==> src/rtl/bridge_pkg.sv <==
package bridge_pkg;

  typedef enum logic [2:0] {
    FS_CMD,
    FS_PAD,
    FS_WDATA,
    FS_LAUNCH,
    FS_RDATA,
    FS_DONE
  } frame_st_e;

  localparam logic [7:0] IF_CODE_SERIAL = 8'h02;

  // Map a register value onto wire order (bit 31 of the result leaves first).
  // Byte swap and per-byte reversal are both self-inverse, so the same
  // function decodes a received wire word.
  function automatic logic [31:0] wire_order(input logic [31:0] v,
                                             input logic [1:0]  ord);
    logic [31:0] w;
    logic [7:0]  b;
    w = '0;
    for (int j = 0; j < 4; j++) begin
      b = ord[0] ? v[8*(3-j) +: 8] : v[8*j +: 8];
      for (int i = 0; i < 8; i++) begin
        w[31-8*j-i] = ord[1] ? b[i] : b[7-i];
      end
    end
    return w;
  endfunction

  // Layout code mirrored so bits 1:0 survive any byte or bit reordering.
  function automatic logic [31:0] layout_pattern(input logic [1:0] m);
    return {4{m[0], m[1], 4'b0000, m[1], m[0]}};
  endfunction

endpackage

==> src/rtl/bridge_sync.sv <==
module bridge_sync #(
  parameter int              W    = 1,
  parameter logic [W-1:0]    INIT = '0
) (
  input  logic         clk,
  input  logic         rst_n,
  input  logic [W-1:0] d,
  output logic [W-1:0] q
);
  logic [W-1:0] s1_q, s2_q;

  always_ff @(posedge clk or negedge rst_n) begin
    if (!rst_n) begin
      s1_q <= INIT;
      s2_q <= INIT;
    end else begin
      s1_q <= d;
      s2_q <= s1_q;
    end
  end

  assign q = s2_q;
endmodule

==> src/rtl/bridge_cfg.sv <==
module bridge_cfg
  import bridge_pkg::*;
#(
  parameter int PADW = 4
) (
  input  logic            clk,
  input  logic            rst_n,
  input  logic            wr_en,
  input  logic            wr_sel,      // 0: layout word, 1: status word
  input  logic [31:0]     wr_data,
  input  logic            late_set,
  output logic [1:0]      ord,
  output logic [PADW-1:0] pad,
  output logic [31:0]     layout_word,
  output logic [31:0]     status_word
);
  logic [1:0]      ord_q, ord_n;
  logic [PADW-1:0] pad_q, pad_n;
  logic            flag_q, flag_n;
  logic            clr_req;

  assign clr_req = wr_en && wr_sel && wr_data[16];

  always_comb begin
    ord_n  = ord_q;
    pad_n  = pad_q;
    flag_n = flag_q;
    if (wr_en && !wr_sel) ord_n = wr_data[1:0];
    if (wr_en && wr_sel)  pad_n = wr_data[PADW-1:0];
    if (clr_req)          flag_n = 1'b0;
    if (late_set)         flag_n = 1'b1;
  end

  always_ff @(posedge clk or negedge rst_n) begin
    if (!rst_n) begin
      ord_q  <= 2'b00;
      pad_q  <= '0;
      flag_q <= 1'b0;
    end else begin
      ord_q  <= ord_n;
      pad_q  <= pad_n;
      flag_q <= flag_n;
    end
  end

  always_comb begin
    status_word              = '0;
    status_word[31:24]       = IF_CODE_SERIAL;
    status_word[16]          = flag_q;
    status_word[PADW-1:0]    = pad_q;
  end

  assign layout_word = layout_pattern(ord_q);
  assign ord         = ord_q;
  assign pad         = pad_q;


  flag_sticky_chk: assert property (@(posedge clk) disable iff (!rst_n)
    (flag_q && !clr_req) |=> flag_q);


  flag_cause_chk: assert property (@(posedge clk) disable iff (!rst_n)
    $rose(flag_q) |-> $past(late_set));
endmodule

==> src/rtl/bridge_stub.sv <==
module bridge_stub #(
  parameter int DEPTH = 16,
  parameter int LAT   = 200,
  localparam int IW   = $clog2(DEPTH),
  localparam int CNTW = $clog2(LAT + 1)
) (
  input  logic          clk,
  input  logic          rst_n,
  input  logic          rd_req,
  input  logic          wr_req,
  input  logic [IW-1:0] idx,
  input  logic [31:0]   wdata,
  output logic          ack,
  output logic [31:0]   rdata
);
  logic [CNTW-1:0] cnt_q, cnt_n;
  logic [31:0]     mem_q [DEPTH];

  always_comb begin
    cnt_n = cnt_q;
    if (rd_req)               cnt_n = CNTW'(LAT);
    else if (cnt_q != '0)     cnt_n = cnt_q - CNTW'(1);
  end

  always_ff @(posedge clk or negedge rst_n) begin
    if (!rst_n) cnt_q <= '0;
    else        cnt_q <= cnt_n;
  end

  always_ff @(posedge clk or negedge rst_n) begin
    if (!rst_n) begin
      for (int k = 0; k < DEPTH; k++) mem_q[k] <= '0;
    end else if (wr_req) begin
      mem_q[idx] <= wdata;
    end
  end

  assign ack   = (cnt_q == CNTW'(1)) && !rd_req;
  assign rdata = mem_q[idx];


  ack_pulse_chk: assert property (@(posedge clk) disable iff (!rst_n)
    ack |=> !ack);
endmodule

==> src/rtl/bridge_frame.sv <==
module bridge_frame
  import bridge_pkg::*;
#(
  parameter int PADW = 4,
  localparam int CW  = (PADW + 3 > 6) ? PADW + 3 : 6
) (
  input  logic            clk,
  input  logic            rst_n,
  input  logic            cs_act,
  input  logic            sck_rise,
  input  logic            sck_fall,
  input  logic            mosi_bit,
  input  logic [1:0]      ord,
  input  logic [PADW-1:0] pad,
  input  logic [31:0]     layout_word,
  input  logic [31:0]     status_word,
  input  logic            stub_ack,
  input  logic [31:0]     stub_rdata,
  output logic            miso,
  output logic            rd_req,
  output logic            wr_stb,
  output logic [22:0]     addr,
  output logic [31:0]     wr_data,
  output logic            late
);
  frame_st_e     st_q, st_n;
  logic [CW-1:0] cnt_q, cnt_n;
  logic [31:0]   sh_q, sh_n, tx_q, tx_n, rdat_q, rdat_n, wdat_q, wdat_n;
  logic [22:0]   addr_q, addr_n;
  logic          miso_q, miso_n, rdy_q, rdy_n;
  logic          rreq_q, rreq_n, wr_q, wr_n, late_q, late_n;

  logic [23:0]   cmd_word;
  logic [31:0]   pay_word, launch_word;
  logic [CW-1:0] pad_last;
  logic          ready_now, cmd_local;

  assign cmd_word    = {sh_q[22:0], mosi_bit};
  assign pay_word    = {sh_q[30:0], mosi_bit};
  assign pad_last    = CW'({pad, 3'b000}) - CW'(1);
  assign cmd_local   = (cmd_word[22:1] == '0);
  assign ready_now   = rdy_q || stub_ack;
  assign launch_word = wire_order(rdy_q    ? rdat_q     :
                                  stub_ack ? stub_rdata : 32'h0, ord);

  always_comb begin
    st_n   = st_q;
    cnt_n  = cnt_q;
    sh_n   = sh_q;
    tx_n   = tx_q;
    rdat_n = rdat_q;
    wdat_n = wdat_q;
    addr_n = addr_q;
    miso_n = miso_q;
    rdy_n  = rdy_q;
    rreq_n = 1'b0;
    wr_n   = 1'b0;
    late_n = 1'b0;

    if (stub_ack) begin
      rdy_n  = 1'b1;
      rdat_n = stub_rdata;
    end

    if (!cs_act) begin
      st_n   = FS_CMD;
      cnt_n  = '0;
      miso_n = 1'b0;
    end else if (sck_rise) begin
      unique case (st_q)
        FS_CMD: begin
          sh_n  = pay_word;
          cnt_n = cnt_q + CW'(1);
          if (cnt_q == CW'(23)) begin
            cnt_n  = '0;
            addr_n = cmd_word[22:0];
            if (cmd_word[23]) begin
              st_n = FS_WDATA;
            end else begin
              rreq_n = !cmd_local;
              rdy_n  = cmd_local;
              rdat_n = cmd_word[0] ? status_word : layout_word;
              st_n   = (pad == '0) ? FS_LAUNCH : FS_PAD;
            end
          end
        end
        FS_PAD: begin
          cnt_n = cnt_q + CW'(1);
          if (cnt_q == pad_last) begin
            cnt_n = '0;
            st_n  = FS_LAUNCH;
          end
        end
        FS_WDATA: begin
          sh_n  = pay_word;
          cnt_n = cnt_q + CW'(1);
          if (cnt_q == CW'(31)) begin
            wr_n   = 1'b1;
            wdat_n = wire_order(pay_word, ord);
            st_n   = FS_DONE;
          end
        end
        FS_RDATA: begin
          cnt_n = cnt_q + CW'(1);
          if (cnt_q == CW'(31)) st_n = FS_DONE;
        end
        default: ;
      endcase
    end else if (sck_fall) begin
      unique case (st_q)
        FS_LAUNCH: begin
          miso_n = launch_word[31];
          tx_n   = {launch_word[30:0], 1'b0};
          late_n = !ready_now;
          cnt_n  = '0;
          st_n   = FS_RDATA;
        end
        FS_RDATA: begin
          miso_n = tx_q[31];
          tx_n   = {tx_q[30:0], 1'b0};
        end
        default: miso_n = 1'b0;
      endcase
    end
  end

  always_ff @(posedge clk or negedge rst_n) begin
    if (!rst_n) begin
      st_q   <= FS_CMD;
      cnt_q  <= '0;
      sh_q   <= '0;
      tx_q   <= '0;
      rdat_q <= '0;
      wdat_q <= '0;
      addr_q <= '0;
      miso_q <= 1'b0;
      rdy_q  <= 1'b0;
      rreq_q <= 1'b0;
      wr_q   <= 1'b0;
      late_q <= 1'b0;
    end else begin
      st_q   <= st_n;
      cnt_q  <= cnt_n;
      sh_q   <= sh_n;
      tx_q   <= tx_n;
      rdat_q <= rdat_n;
      wdat_q <= wdat_n;
      addr_q <= addr_n;
      miso_q <= miso_n;
      rdy_q  <= rdy_n;
      rreq_q <= rreq_n;
      wr_q   <= wr_n;
      late_q <= late_n;
    end
  end

  assign miso    = miso_q;
  assign rd_req  = rreq_q;
  assign wr_stb  = wr_q;
  assign addr    = addr_q;
  assign wr_data = wdat_q;
  assign late    = late_q;


  commit_once_chk: assert property (@(posedge clk) disable iff (!rst_n)
    wr_q |=> !wr_q);


  miso_idle_chk: assert property (@(posedge clk) disable iff (!rst_n)
    !cs_act |=> !miso_q);


  late_at_launch_chk: assert property (@(posedge clk) disable iff (!rst_n)
    late_q |-> st_q == FS_RDATA);


  req_pulse_chk: assert property (@(posedge clk) disable iff (!rst_n)
    rreq_q |=> !rreq_q);
endmodule

==> src/rtl/spi_reg_bridge.sv <==
module spi_reg_bridge #(
  parameter int STUB_DEPTH = 16,
  parameter int STUB_LAT   = 200,
  parameter int PAD_W      = 4,
  localparam int IW        = $clog2(STUB_DEPTH)
) (
  input  logic clk,
  input  logic rst_n,
  input  logic spi_sck,
  input  logic spi_cs_n,
  input  logic spi_mosi,
  output logic spi_miso
);
  logic [1:0] rst_pipe_q;
  logic       rst_sync_n;

  always_ff @(posedge clk or negedge rst_n) begin
    if (!rst_n) rst_pipe_q <= 2'b00;
    else        rst_pipe_q <= {rst_pipe_q[0], 1'b1};
  end
  assign rst_sync_n = rst_pipe_q[1];

  logic [2:0] pins_s;
  logic       sck_s, cs_s, mosi_s, sck_d_q;

  bridge_sync #(.W(3), .INIT(3'b010)) u_sync (
    .clk   (clk),
    .rst_n (rst_sync_n),
    .d     ({spi_sck, spi_cs_n, spi_mosi}),
    .q     (pins_s)
  );
  assign {sck_s, cs_s, mosi_s} = pins_s;

  always_ff @(posedge clk or negedge rst_sync_n) begin
    if (!rst_sync_n) sck_d_q <= 1'b0;
    else             sck_d_q <= sck_s;
  end

  logic             rd_req, wr_stb, stub_ack, late;
  logic [22:0]      addr;
  logic [31:0]      wr_data, stub_rdata, layout_word, status_word;
  logic [1:0]       ord;
  logic [PAD_W-1:0] pad;
  logic             is_local;

  assign is_local = (addr[22:1] == '0);

  bridge_frame #(.PADW(PAD_W)) u_frame (
    .clk         (clk),
    .rst_n       (rst_sync_n),
    .cs_act      (!cs_s),
    .sck_rise    (sck_s && !sck_d_q),
    .sck_fall    (!sck_s && sck_d_q),
    .mosi_bit    (mosi_s),
    .ord         (ord),
    .pad         (pad),
    .layout_word (layout_word),
    .status_word (status_word),
    .stub_ack    (stub_ack),
    .stub_rdata  (stub_rdata),
    .miso        (spi_miso),
    .rd_req      (rd_req),
    .wr_stb      (wr_stb),
    .addr        (addr),
    .wr_data     (wr_data),
    .late        (late)
  );

  bridge_cfg #(.PADW(PAD_W)) u_cfg (
    .clk         (clk),
    .rst_n       (rst_sync_n),
    .wr_en       (wr_stb && is_local),
    .wr_sel      (addr[0]),
    .wr_data     (wr_data),
    .late_set    (late),
    .ord         (ord),
    .pad         (pad),
    .layout_word (layout_word),
    .status_word (status_word)
  );

  bridge_stub #(.DEPTH(STUB_DEPTH), .LAT(STUB_LAT)) u_stub (
    .clk    (clk),
    .rst_n  (rst_sync_n),
    .rd_req (rd_req),
    .wr_req (wr_stb && !is_local),
    .idx    (addr[IW-1:0]),
    .wdata  (wr_data),
    .ack    (stub_ack),
    .rdata  (stub_rdata)
  );
endmodule

==> config.mk <==
export PLATFORM = sky130hd
export DESIGN_NAME = spi_reg_bridge
export DESIGN_NICKNAME = d
export VERILOG_FILES = /design/src/rtl/bridge_pkg.sv /design/src/rtl/bridge_sync.sv /design/src/rtl/bridge_cfg.sv /design/src/rtl/bridge_stub.sv /design/src/rtl/bridge_frame.sv /design/src/rtl/spi_reg_bridge.sv
export SDC_FILE = /design/constraint.sdc
export NUM_CORES = 1
export LEC_CHECK = 0
export BUFFER_PORTS_ARGS = -buffer_cell sky130_fd_sc_hd__buf_2
export CORE_UTILIZATION = 55
export CTS_BUF_LIST = sky130_fd_sc_hd__clkbuf_8
export DETAILED_ROUTE_END_ITERATION = 7
export PLACE_DENSITY = 0.8
export SKIP_CTS_REPAIR_TIMING = 1
export SLEW_MARGIN = 20
export SYNTH_ARGS = -nofsm -noshare
export SYNTH_HDL_FRONTEND = slang
export SYNTH_HIERARCHICAL = 1
export SYNTH_SLANG_ARGS = --single-unit
==> constraint.sdc <==
create_clock -name clk -period 24.7 [get_ports clk]
set_input_delay 1.235 -clock clk [delete_from_list [all_inputs] [get_ports clk]]
set_output_delay 1.235 -clock clk [all_outputs]
set_load 0.02 [all_outputs]
== Word level (Yosys, flattened, before mapping) ==
Cells that the tools add are included.

* Input port bits: 5
* Output and inout bits: 1
* Flip-flop bits (word level): 701

* Multiplexer cells: 132
* Equality and inequality tests: 13
* $add $sub $neg: 3
* Bitwise logic cells: 3
* Magnitude comparators: 2
* Reductions and logical operators: 37

{| class="wikitable"
|+ Operator list
! kind !! count
|-
| $bwmux W512 || 1
|-
| $mux W32 || 12
|-
| $bmux W32 S4 || 1
|-
| $demux W32 S4 || 1
|-
| $mux W1 || 88
|-
| $mux W8 || 10
|-
| $pmux W32 S2 || 1
|-
| $logic_not A22 Y1 || 2
|-
| $mux W7 || 6
|-
| $mux W3 || 7
|-
| $pmux W7 S3 || 1
|-
| $eq A7 B5 Y1 const B || 2
|-
| $ne A4 B4 Y1 const B || 3
|-
| $reduce_and A4 Y1 || 3
|-
| $logic_and A1 B1 Y1 || 9
|-
| $pmux W3 S3 || 1
|-
| $eq A8 B1 Y1 const B || 1
|-
| $reduce_bool A2 Y1 || 4
|-
| $reduce_bool A8 Y1 || 1
|-
| $sub A8 B1 Y8 const B || 1
|-
| $add A7 B1 Y7 const B || 1
|-
| $eq A7 B7 Y1 || 1
|-
| $logic_not A1 Y1 || 7
|-
| $sub A7 B1 Y7 const B || 1
|-
| 19 further kinds || 25
|}

== Logic depth before layout (Yosys ltp) ==
* Word-level depth: 12
* Depth in mapped cells: 11
* Mapped depth without buffers: 9

== Modules after synthesis ==
The synthesis kept the hierarchy.

{| class="wikitable"
|+ By module, submodules not included
! module !! times used !! area an instance (µm²) !! seq. area each (µm²) !! cells an instance
|-
| bridge_stub || 1 || 23264.8 || 13012.5 || 1457
|-
| bridge_frame || 1 || 9440.3 || 4103.9 || 817
|-
| bridge_cfg || 1 || 773.2 || 175.2 || 83
|-
| spi_reg_bridge || 1 || 157.7 || 75.1 || 17
|-
| bridge_sync || 1 || 152.6 || 152.6 || 6
|}

== Worst setup path before layout ==
No wires, ideal clock.

* Kind: flip-flop to flip-flop
* Start: register u_frame.addr_q[0], in the netlist u_frame/addr[0]
* End: register u_frame.tx_q[14]
* Library setup time: 0.118 ns
* Cell stages (with the launch flop): 12
* Path buffers: 3
* Setup slack: 22.129 ns
* Data arrival time: 2.453 ns
* Cells stage by stage: dfrtp_1 buf_2 buf_4 buf_2 mux4_2 a22oi_1 nand2_1 nand2_1 o21a_1 mux4_2 a211oi_1 a21o_1

* Cells in the longest elaborated chain, start to end: 9

{| class="wikitable"
|+ RTL lines
! item !! RTL line !! source
|-
| from (decl) || bridge_frame.sv:29 || <nowiki>logic [22:0] addr_q, addr_n;</nowiki>
|-
| from (signal assigned) || bridge_frame.sv:148 || <nowiki>addr_q <= addr_n;</nowiki>
|-
| $not A4 Y5 (not written as such) || bridge_stub.sv:39 || <nowiki>assign rdata = mem_q[idx];</nowiki>
|-
| $bmux W32 S4 || bridge_stub.sv:39 ||
|-
| $mux W32 (not written as such) (2 in a row) || bridge_stub.sv:39 ||
|-
| named net stub_rdata[21] || spi_reg_bridge.sv:41 || <nowiki>logic [31:0] wr_data, stub_rdata, layout_word, status_word;</nowiki>
|-
| $mux W32 || bridge_frame.sv:44 || <nowiki>stub_ack ? stub_rdata : 32'h0, ord);</nowiki>
|-
| $mux W32 || bridge_frame.sv:43 || <nowiki>assign launch_word = wire_order(rdy_q ? rdat_q :</nowiki>
|-
| $mux W8 || bridge_pkg.sv:23 || <nowiki>b = ord[0] ? v[8*(3-j) +: 8] : v[8*j +: 8];</nowiki>
|-
| $mux W1 || bridge_pkg.sv:25 || <nowiki>w[31-8*j-i] = ord[1] ? b[i] : b[7-i];</nowiki>
|-
| $pmux W32 S2 || bridge_frame.sv:110 || <nowiki>unique case (st_q)</nowiki>
|-
| to (signal assigned) || bridge_frame.sv:145 || <nowiki>tx_q <= tx_n;</nowiki>
|-
| to (decl) || bridge_frame.sv:28 || <nowiki>logic [31:0] sh_q, sh_n, tx_q, tx_n, rdat_q, rdat_n, wdat_q, wdat_n;</nowiki>
|}

The timed path passes the listed nets, and every way through them passes these cells. The select of a mux whose other input is x is not followed.
A chain may end at the register's enable or synchronous reset.

== Final worst setup path ==
* Start: register u_frame.addr_q[1], in the netlist u_frame/addr[1]
* End: register u_stub/mem_q[424] (netlist name)

* Cells in the longest elaborated chain, start to end: 6

{| class="wikitable"
|+ RTL lines
! item !! RTL line !! source
|-
| $not A4 Y5 (not written as such) || bridge_stub.sv:34 || <nowiki>mem_q[idx] <= wdata;</nowiki>
|-
| $ge A5 B5 Y1 (not written as such) or $lt A5 B1 Y1 (tied branches) || bridge_stub.sv:34 ||
|-
| $logic_and A1 B1 Y1 (not written as such) || bridge_stub.sv:34 ||
|-
| $mux W32 (not written as such) || bridge_stub.sv:34 ||
|-
| $demux W32 S4 || bridge_stub.sv:34 ||
|-
| $bwmux W512 || bridge_stub.sv:34 ||
|-
| to (signal, indexed assignment) || bridge_stub.sv:34 ||
|-
| to (decl) || bridge_stub.sv:17 || <nowiki>logic [31:0] mem_q [DEPTH];</nowiki>
|}

Parallel ways exist; a longest one is shown, timed or not.

==> results.ini <==
[run_status]
outcome = completed

[detailed_routing]
vias_per_cell = 6.46
dr.pass1.iters = 7
drc = 0
postRouteAntennaNets = 0
drt_iter0_drc = 1774
wire_per_inst_um = 24.9
via_count = 20500
wirelength_um = 79200

[pwr]
ir_drop_mv = 0.0370
p_sw_mw = 0.549
p_leak_nw = 17.0
total_power_mw = 2.27
p_comb_share_pct = 4.3
seqPwrFrac_pct = 53.3
p_int_mw = 1.72
p_per_area_nw_per_um2 = 62.7
sw_frac_of_total_pct = 24.2
clockPowerShare_pct = 42.4

[yosys]
yosysTopAreaCellShare_pct = 51.7
synthCells = 2380
yosysTopAreaCell = dfrtp_1
synthArstFlopShare_pct = 100
ys_warn_count = 6
synth_ff_type = dfrtp_1
ys_types = 66
synth.avg_cell_area_um2 = 14.2
syn_area_um2 = 33800
synth_edf_count = 0
synth_area_leaders = dfrtp_1 52%, mux2_2 20%, mux4_2 12%
ys_ff_latch = 700
seq_area_frac_synth_pct = 51.8

[critical_path]
startpoint = u_frame/addr[1]$_DFFE_PN0P_
start_kind = flip-flop
required_ns = 25.29
cpPeakStageDelay_ns = 0.85
r2r_slack_ns = 20.81
worstRegToRegCells = 6
worst-setup-path-type = flip-flop to flip-flop
crit_path_end = u_stub/mem_q[424]$_DFFE_PN0P_
crit_buf_inv = 1
crit_path_cell_trace = nor4_1 -> a31oi_1 -> nor3b_2 -> nand3b_1 -> buf_4 -> mux2_2
crit_path_top_delay_cell = dfrtp_4
cp.depth = 6
reg2reg_to = u_stub/mem_q[424]$_DFFE_PN0P_
cp-end-kind = flip-flop
crit_arrival_ns = 4.48
timing.rr.start = u_frame/addr[1]$_DFFE_PN0P_
crit_family = simple AND/OR/NAND/NOR gates
cp_max_fo = 45

[global_routing]
grt_max_degree = 202
grtUsageTotal_pct = 26.1
gr-total-overflow = 0
grt_pass1_vias = 21700
grt_antenna_before_repair = 2
grt_pass1_wl_um = 126000

[die]
die-area_um2 = 62400
io_pins = 6
std_cell_rows = 90
die_h_um = 250
fp.dieW_um = 250
initial_utilization_pct = 55.8
coreArea_um2 = 60600

[clock_network]
clkLatencyLatePin_ns = 0.73
path_clk_slew_ns = 0.06
cts_tree = done
clockBufferDepth = 3
cts_max_level = 3
cts_buffers = 110
clockRootBuffer = clkbuf_8
clock_sinks = 700

[timing]
rsz0062_at_grt = false
setup_viol = 0
final_max_slew_viol_count = 0
final.min_clock_period_ns = 3.89
min_period_over_period_pct = 15.7
clock_skew_ns = 0.0303
max_freq_mhz = 257
tightest_slew_ns = 1.10
fin_tns_setup_ns = 0
slew_headroom_pct = 26.5
finalHoldViolCount = 0

[final_layout]
final_common_cell = dfrtp_1
final_cell_mix = 691 x dfrtp_1, 594 x mux2_2, 184 x mux4_2
drive_above_1_share_pct = 42.8
syn2layout_area_growth_pct = 7.38
fillers = 4465
nets = 2323

[flow_run]
maxCapViolations = 0

[worst_hold_path]
hp-class = input pin to asynchronous set/reset pin

[place]
dpl.hpwl_um = 44900
place.gp.congestion = 0.821
port_buffers = 5

[cells by family (layout without fill, tap and decap cells)]
kind of cell | after synthesis | after routing | share of synthesized area, %
AO/OA/AOI/OAI | 275 | 275 | 5.96
buffers and inverters | 280 | 256 | 4.24
multiplexers | 798 | 798 | 32.7
XOR/XNOR | 8 | 8 | 0.207
other | 3 | 46 | 0.0333
adder cells (fa/ha/maj) | 7 | 7 | 0.252
flip-flops | 700 | 700 | 51.8
AND/OR/NAND/NOR | 309 | 309 | 4.70
[layer usage]
metal | vias up | share of wire, % | GRT usage (%)
met2 | 733 | 48 | 41.8
li1 | 8648 | - | -
met4 | 0 | 4.4 | 11.9
met5 | - | 0 | 0
met3 | 197 | 6.3 | 5.16
met1 | 11000 | 41 | 34.6
[how the worst min path moves through the flow]
stage	startpoint	to	slack, ns	depth (start not counted)
2_1_floorplan	rst_pipe_q[0]$_DFF_PN0_	rst_pipe_q[1]$_DFF_PN0_	0.33	0
3_3_place_gp	u_sync/s1_q[0]$_DFF_PN0_	u_sync/q[0]$_DFF_PN0_	0.33	0
3_5_place_dp	u_sync/s1_q[0]$_DFF_PN0_	u_sync/q[0]$_DFF_PN0_	0.34	0
4_1_cts	rst_n	rst_pipe_q[1]$_DFF_PN0_	0.25	1
5_1_grt	rst_n	rst_pipe_q[0]$_DFF_PN0_	0.25	1
6_report	rst_n	rst_pipe_q[0]$_DFF_PN0_	0.30	1
[sequential cells by signal, indices dropped and copies added, names as in the netlist]
signal,count
u_frame/sh_q,31
u_frame/late,1
u_cfg/ord,2
u_frame/tx_q,31
u_frame/miso,1
u_frame/wr_stb,1
u_frame/st_q,3
u_stub/cnt_q,8
u_frame/wr_data,32
u_frame/cnt_q,7
u_sync/s1_q,3
u_sync/q,3
u_frame/addr,23
u_frame/rd_req,1
u_cfg/flag_q,1
u_stub/mem_q,512
u_frame/rdy_q,1
u_frame/rdat_q,32
rst_pipe_q,2
sck_d_q,1
u_cfg/pad,4
[through the flow]
step                      area (µm²)  cells  hold WS (ns)  utilization (%)  worst slack [ns]
final                          36300   3181         0.303             59.9             20.81
after global routing           36300   3180         0.253             59.9             20.67
after CTS                      36200   3177         0.254             59.8             20.89
after detailed placement       34000   2980         0.336             56.2             20.91
after global placement         34000   2980         0.335             56.2             20.93
after floorplan                33900   2421         0.331                -              3.75
[Yosys cell counts (30+ instances only)]
library cell and n:
a211oi_1 66, a21o_1 30, a22oi_1 66, a31oi_1 34, buf_2 90, buf_4 66
clkbuf_1 99, dfrtp_1 698, mux2_2 594, mux4_2 184, nand2_1 114, nand2b_1 39
nor2_1 51, nor2b_1 38, o21a_1 31
[area by class of cell]
| cell class | instances | area [µm²] | share of cell area (%) |
|---|---|---|---|
| diodes | 2 | 5.00 | 0.0138 |
| inverters | 15 | 56.3 | 0.155 |
| clock inverters | 64 | 350 | 0.966 |
| repair buffers | 44 | 399 | 1.10 |
| clock buffers | 133 | 1830 | 5.05 |
| multi-input cells | 1441 | 15100 | 41.7 |
| flip-flops and latches | 700 | 17500 | 48.3 |
| well taps | 782 | 978 | 2.70 |
[power by group through the flow]
stage	sequential, mW	clock [mW]	combinational (mW)
global placement	1.23	0	0.0935
CTS	1.21	0.986	0.0963
finish	1.21	0.965	0.0969
global route	1.21	1.04	0.107
detailed placement	1.23	0	0.0959
floorplan	1.23	0	0.0647
Note: power is estimated with default switching activity, not from simulation.
